===== config.mk =====
export PLATFORM = sky130hd
export DESIGN_NAME = rdport_pwr_ctrl
export DESIGN_NICKNAME = d
export VERILOG_FILES = /design/src/rtl/rdport_pwr_pkg.sv /design/src/rtl/rdport_pin_sync.sv /design/src/rtl/rdport_addr_timer.sv /design/src/rtl/rdport_ce_timer.sv /design/src/rtl/rdport_read_latch.sv /design/src/rtl/rdport_pwr_ctrl.sv
export SDC_FILE = /design/constraint.sdc
export NUM_CORES = 1
export LEC_CHECK = 0
export ABC_CLOCK_PERIOD_IN_PS = 1600
export BUFFER_PORTS_ARGS = -buffer_cell sky130_fd_sc_hd__buf_2
export CORE_MARGIN = 2
export CORE_UTILIZATION = 44
export CTS_BUF_LIST = sky130_fd_sc_hd__clkbuf_4 sky130_fd_sc_hd__clkbuf_8 sky130_fd_sc_hd__clkbuf_16
export DETAILED_ROUTE_END_ITERATION = 8
export GPL_ROUTABILITY_DRIVEN = 0
export PLACE_DENSITY_LB_ADDON = 0.05
export SLEW_MARGIN = 0
export SYNTH_ARGS = -nofsm -noshare
export SYNTH_HDL_FRONTEND = slang
export SYNTH_SLANG_ARGS = --single-unit

===== constraint.sdc =====
create_clock -name clk -period 1.6 [get_ports clk]
set_clock_uncertainty 0.2 [all_clocks]
set_input_delay 0.4 -clock clk [delete_from_list [all_inputs] [get_ports clk]]
set_output_delay 0.4 -clock clk [all_outputs]
set_load 0.02 [all_outputs]

===== src/rtl/rdport_pwr_pkg.sv =====
package rdport_pwr_pkg;

    typedef enum logic [1:0] {
        PWR_ACTIVE     = 2'd0,
        PWR_SLEEP      = 2'd1,
        PWR_STBY_LIGHT = 2'd2,
        PWR_STBY_DEEP  = 2'd3
    } pwr_mode_e;

    typedef struct packed {
        logic ce_n;
        logic rst_n;
        logic oe_n;
    } pin_ctrl_t;

    // Value the synchronizer holds under reset: deselected, pin reset asserted.
    localparam pin_ctrl_t PINS_IDLE = '{ce_n: 1'b1, rst_n: 1'b0, oe_n: 1'b1};

    function automatic int cnt_bits(input int limit);
        return (limit < 1) ? 1 : $clog2(limit + 1);
    endfunction

endpackage


===== src/rtl/rdport_pin_sync.sv =====
module rdport_pin_sync
    import rdport_pwr_pkg::*;
#(
    parameter int STAGES = 2
) (
    input  logic      clk,
    input  logic      rst,
    input  pin_ctrl_t raw,
    output pin_ctrl_t synced
);
    pin_ctrl_t stage_q [STAGES];

    always_ff @(posedge clk) begin
        if (rst) begin
            for (int i = 0; i < STAGES; i++) stage_q[i] <= PINS_IDLE;
        end else begin
            stage_q[0] <= raw;
            for (int i = 1; i < STAGES; i++) stage_q[i] <= stage_q[i-1];
        end
    end

    assign synced = stage_q[STAGES-1];
endmodule


===== src/rtl/rdport_addr_timer.sv =====
module rdport_addr_timer
    import rdport_pwr_pkg::*;
#(
    parameter int ADDR_W = 4,
    parameter int THRESH = 4,
    parameter int LIMIT  = 6
) (
    input  logic              clk,
    input  logic              rst,
    input  logic              clear,
    input  logic [ADDR_W-1:0] addr,
    output logic              addr_chg,
    output logic              acc_done,
    output logic              full
);
    localparam int CW = cnt_bits(LIMIT);

    logic [ADDR_W-1:0] addr_q;
    logic [CW-1:0]     cnt_q;

    assign addr_chg = (addr != addr_q);

    always_ff @(posedge clk) begin
        if (rst) begin
            addr_q <= '0;
            cnt_q  <= '0;
        end else begin
            addr_q <= addr;
            if (clear || addr_chg)
                cnt_q <= '0;
            else if (cnt_q != CW'(LIMIT))
                cnt_q <= cnt_q + 1'b1;
        end
    end

    assign acc_done = (cnt_q >= CW'(THRESH));
    assign full     = (cnt_q == CW'(LIMIT));

    AST_ADDR_WAKE: assert property (@(posedge clk) disable iff (rst)
        addr_chg |=> !full);
endmodule


===== src/rtl/rdport_ce_timer.sv =====
module rdport_ce_timer
    import rdport_pwr_pkg::*;
#(
    parameter int T_CE = 3
) (
    input  logic clk,
    input  logic rst,
    input  logic enable,
    output logic ready
);
    if (T_CE == 0) begin : g_no_wait
        assign ready = enable;
    end else begin : g_wait
        localparam int CW = cnt_bits(T_CE);
        logic [CW-1:0] cnt_q;

        always_ff @(posedge clk) begin
            if (rst || !enable)
                cnt_q <= '0;
            else if (cnt_q != CW'(T_CE))
                cnt_q <= cnt_q + 1'b1;
        end

        assign ready = enable && (cnt_q == CW'(T_CE));

        AST_READY_NEEDS_ENABLE: assert property (@(posedge clk) disable iff (rst)
            $rose(ready) |-> $past(enable));
    end
endmodule


===== src/rtl/rdport_read_latch.sv =====
module rdport_read_latch #(
    parameter int DATA_W = 8
) (
    input  logic              clk,
    input  logic              rst,
    input  logic              valid,
    input  logic              restart,
    input  logic [DATA_W-1:0] rd_data,
    output logic [DATA_W-1:0] dq_q,
    output logic              held
);
    logic take;
    assign take = valid && !held;

    always_ff @(posedge clk) begin
        if (rst) begin
            dq_q <= '0;
            held <= 1'b0;
        end else begin
            if (take)
                dq_q <= rd_data;
            if (restart)
                held <= 1'b0;
            else if (take)
                held <= 1'b1;
        end
    end
endmodule


===== src/rtl/rdport_pwr_ctrl.sv =====
module rdport_pwr_ctrl
    import rdport_pwr_pkg::*;
#(
    parameter int ADDR_W       = 4,
    parameter int DATA_W       = 8,
    parameter int SYNC_STAGES  = 2,
    parameter int T_ACC_CYC    = 4,
    parameter int T_MARGIN_CYC = 2,
    parameter int T_CE_CYC     = 3
) (
    input  logic              clk,
    input  logic              rst,
    input  logic              chip_en_n,
    input  logic              pin_reset_n,
    input  logic              out_en_n,
    input  logic [ADDR_W-1:0] addr,
    input  logic [DATA_W-1:0] array_data,
    input  logic              deep_ok,
    input  logic              prog_busy,
    output logic              dq_oe,
    output logic [DATA_W-1:0] dq_out,
    output logic              standby,
    output logic              deep_standby,
    output logic              sleep
);
    localparam int SLEEP_LIMIT = T_ACC_CYC + T_MARGIN_CYC;

    pin_ctrl_t pins_raw, pins_s;
    pwr_mode_e mode;
    logic      addr_chg, acc_done, timer_full;
    logic      ce_ready, rd_valid, held;

    assign pins_raw = '{ce_n: chip_en_n, rst_n: pin_reset_n, oe_n: out_en_n};

    rdport_pin_sync #(.STAGES(SYNC_STAGES)) sync_i (
        .clk    (clk),
        .rst    (rst),
        .raw    (pins_raw),
        .synced (pins_s)
    );

    rdport_addr_timer #(
        .ADDR_W (ADDR_W),
        .THRESH (T_ACC_CYC),
        .LIMIT  (SLEEP_LIMIT)
    ) timer_i (
        .clk      (clk),
        .rst      (rst),
        .clear    (!pins_s.rst_n),
        .addr     (addr),
        .addr_chg (addr_chg),
        .acc_done (acc_done),
        .full     (timer_full)
    );

    rdport_ce_timer #(.T_CE(T_CE_CYC)) ce_i (
        .clk    (clk),
        .rst    (rst),
        .enable (!pins_s.ce_n && pins_s.rst_n),
        .ready  (ce_ready)
    );

    assign rd_valid = ce_ready && acc_done && !addr_chg;

    rdport_read_latch #(.DATA_W(DATA_W)) latch_i (
        .clk     (clk),
        .rst     (rst),
        .valid   (rd_valid),
        .restart (addr_chg || !ce_ready),
        .rd_data (array_data),
        .dq_q    (dq_out),
        .held    (held)
    );

    // Standby outranks sleep; a running program/erase holds the port active.
    always_comb begin
        if (pins_s.ce_n && pins_s.rst_n && !prog_busy)
            mode = deep_ok ? PWR_STBY_DEEP : PWR_STBY_LIGHT;
        else if (timer_full && pins_s.rst_n)
            mode = PWR_SLEEP;
        else
            mode = PWR_ACTIVE;
    end

    assign standby      = (mode == PWR_STBY_LIGHT) || (mode == PWR_STBY_DEEP);
    assign deep_standby = (mode == PWR_STBY_DEEP);
    assign sleep        = (mode == PWR_SLEEP);
    assign dq_oe        = ce_ready && !pins_s.oe_n;

    AST_STBY_TRISTATE: assert property (@(posedge clk) disable iff (rst)
        standby |-> !dq_oe);
    AST_DEEP_QUALIFIED: assert property (@(posedge clk) disable iff (rst)
        deep_standby |-> (standby && deep_ok));
    AST_SLEEP_HOLDS_DATA: assert property (@(posedge clk) disable iff (rst)
        (sleep && $past(sleep) && $past(held)) |-> $stable(dq_out));
    AST_PINRST_CLEARS_SLEEP: assert property (@(posedge clk) disable iff (rst)
        !pins_s.rst_n |=> !sleep);
endmodule


==> flow_metrics.py <==
metrics = {
    "synthesis": {
        "ys_ff_latch": 24,
        "syn_nets": 116,
        "synthMuxAreaShare": 0.0916,
        "synth_xor_area_frac": 0.0534,
        "avgSynthCellArea_um2": 10.5,
        "synth_fa_ha_area_frac": 0.0382,
        "synth_warnings": 0,
        "ys_seq_area_frac": 0.489,
        "synth_cells": 94,
        "yosys.area_share.simple": 0.291,
        "synthDistinctLibCells": 25,
        "synth_compound_area_frac": 0.0178,
        "synth_top_family_by_area": "simple AND/OR/NAND/NOR gates",
        "synth_area_um2": 983,
    },
    "clock_network": {
        "hold_buffers": 0,
        "numCtsBuffers": 3,
        "cts_num_sinks": 24,
        "cts.htree.levels": 1,
        "clockBufferDepth": 2,
        "cts_tree": "built",
        "root_buffer": "clkbuf_4",
        "clk_pin_slew_ps": 130,
        "clock_latency_ps": 320,
    },
    "worst_setup_path": {
        "cp-start-kind": "flip-flop",
        "crit_type": "reg2out",
        "cp.arrival_ps": 1230,
        "crit_required_ps": 1000,
        "end_kind": "primary output",
        "worstPathMaxFanout": 3,
    },
    "global_routing": {
        "antenna_found_initial": 0,
        "grt_max_degree": 21,
        "grt_use_total": 0.165,
        "grt_pass1_wl_um": 3190,
        "grt_pass1_vias": 740,
        "grt_overflow": 0,
    },
    "run_status": {
        "outcome": "complete, but fails checks",
        "violations": "setup timing",
    },
    "die": {
        "core_area_um2": 2170,
        "die_w_um": 51.3,
        "die_area_um2": 2630,
        "start_util": 0.453,
        "die_h_um": 51.3,
        "rows": 17,
        "io_pins": 31,
    },
    "finish": {
        "area_growth_pct": 44.1,
        "finalNetCount": 161,
        "num_antenna_cells": 0,
        "final.fill_count": 186,
        "drive_gt1_frac": 0.558,
        "final_core_util": 0.653,
    },
    "timing": {
        "timing.fmax_mhz": 547,
        "final.setup.tns_ps": -1310,
        "rsz0062_at_grt": "true",
        "whs_ps": 50.4,
        "slew_viol_final": 0,
        "slew_headroom": 0.842,
        "finalCritPeriodShare": 1.14,
        "tightest_slew_ps": 236,
        "fin_ws_ps": -227,
        "hold_viol": 0,
        "finalSetupViolCount": 13,
        "period_minus_slack_ps": 1830,
    },
    "power": {
        "peakVddDrop_mv": 0.731,
        "power_density_nw_per_um2": 730,
        "leakagePower_nw": 0.617,
    },
    "route": {
        "drt_iter0_drc": 5,
        "detail_route.wirelength_um": 1850,
        "firstDrtPassIters": 3,
        "drcViolationCount": 0,
        "wl_per_cell_um": 11.1,
        "vias": 773,
        "viasPerCell": 4.66,
        "antenna_left": 0,
    },
    "worst_hold_path": {
        "hp-class": "in2reg",
    },
    "flow_run": {
        "max-cap-violations": 0,
    },
    "placement": {
        "io_buffers": 30,
        "pre_cts_ws_ps": -224,
        "dp.final_hpwl_um": 1310,
    },
}
[sequential cells by signal (all words and copies together) (netlist names)]
register,count
sync_i.stage_q,6
latch_i.held,1
timer_i.cnt_q,3
timer_i.addr_q,4
latch_i.dq_q,8
ce_i.g_wait.cnt_q,2
[stage by stage]
stage	area, um2	power [mW]	instances
after floorplan	988	0.666	94
after global placement	1220	0.702	157
after detailed placement	1220	0.704	157
after CTS	1360	1.03	165
after global routing	1420	1.09	166
final	1420	1.04	166
[synthesized netlist by cell type]
cell / instances / share of area
nor2_1: 7 / 0.027
and3_1: 1 / 0.0064
nor3_1: 1 / 0.0051
nand3b_1: 1 / 0.0076
buf_4: 1 / 0.0076
nand2_1: 2 / 0.0076
xnor2_1: 5 / 0.045
a211oi_2: 1 / 0.013
inv_1: 1 / 0.0038
or2_2: 4 / 0.025
nor3b_1: 1 / 0.0076
nand2b_1: 16 / 0.10
and2_1: 1 / 0.0064
or3b_2: 1 / 0.0089
xor2_1: 1 / 0.0089
nor2b_1: 7 / 0.045
mux2i_1: 9 / 0.092
or3b_4: 1 / 0.011
nand4_1: 1 / 0.0064
dfxtp_1: 24 / 0.49
o21ai_0: 1 / 0.0051
nor4b_2: 1 / 0.015
ha_1: 3 / 0.038
clkbuf_1: 2 / 0.0076
nor3_2: 1 / 0.010
[worst paths after layout]
check	depth (start not counted)	slack [ps]	from	endpoint
worst min register to register	1	230	sync_i.stage_q[0][2]$_SDFF_PP1_	sync_i.stage_q[0][5]$_SDFF_PP1_
worst max-delay path	4	-230	sync_i.stage_q[0][5]$_SDFF_PP1_	sleep
worst min-delay path	2	50	chip_en_n	sync_i.stage_q[0][2]$_SDFF_PP1_
worst max register to register	6	-100	sync_i.stage_q[0][5]$_SDFF_PP1_	latch_i.dq_q[3]$_SDFFE_PP0P_
[cell usage in the layout, fill, tap and decap left out, types with 2 or more instances in the layout]
cell,instances
buf_2,26
nand2b_1,16
dfxtp_1,15
buf_4,11
mux2i_1,9
dfxtp_2,9
nor2_1,6
nor2b_1,6
buf_6,6
or2_2,4
xnor2_2,3
clkbuf_4,3
xnor2_1,2
ha_4,2
[report_power, final]
| part | leakage [nW] | switching [mW] | internal [mW] |
|---|---|---|---|
| registers | 0.199 | 0.00658 | 0.611 |
| logic | 0.397 | 0.0339 | 0.0597 |
| clock network | 0.0210 | 0.184 | 0.139 |
| total | 0.617 | 0.225 | 0.810 |
[worst max-delay path, stage by stage, from the launching register on]
cell	delay [ps]
dfxtp_2	350
nor2b_4	130
buf_6	110
nor3b_2	160
buf_4	160
[kinds of logic (layout without fill, tap and decap cells)]
logic type,count (synthesis),in the layout
AND/OR/NAND/NOR,46,46
flip-flops,24,24
multiplexers,9,9
XOR/XNOR,6,6
buffers and inverters,4,48
adder cells (fa/ha/maj),3,3
AO/OA/AOI/OAI,2,2
[area by class of cell]
type                    count  area, um2  share of cell area
flip-flops and latches     24        492               0.347
well taps                  28       35.0              0.0247
inverters                   1       3.75             0.00265
repair buffers             43        280               0.198
clock buffers               4       36.3              0.0256
multi-input cells          66        571               0.402
[layer usage]
layer / vias up / wire length (um) / track usage
met3: 4 / 132 / 0.0380
met5: - / 0 / 0
li1: 394 / - / -
met1: 349 / 829 / 0.204
met2: 26 / 862 / 0.275
met4: 0 / 23 / 0.0658
[what timing repair did]
item                       4_1_cts  5_1_grt
gates resized for setup         22       13
setup endpoints to repair       12       14
pin swaps                        5       12
gates cloned                     0        0
buffers inserted                 4        1
Note: power is estimated with default switching activity, not from simulation.
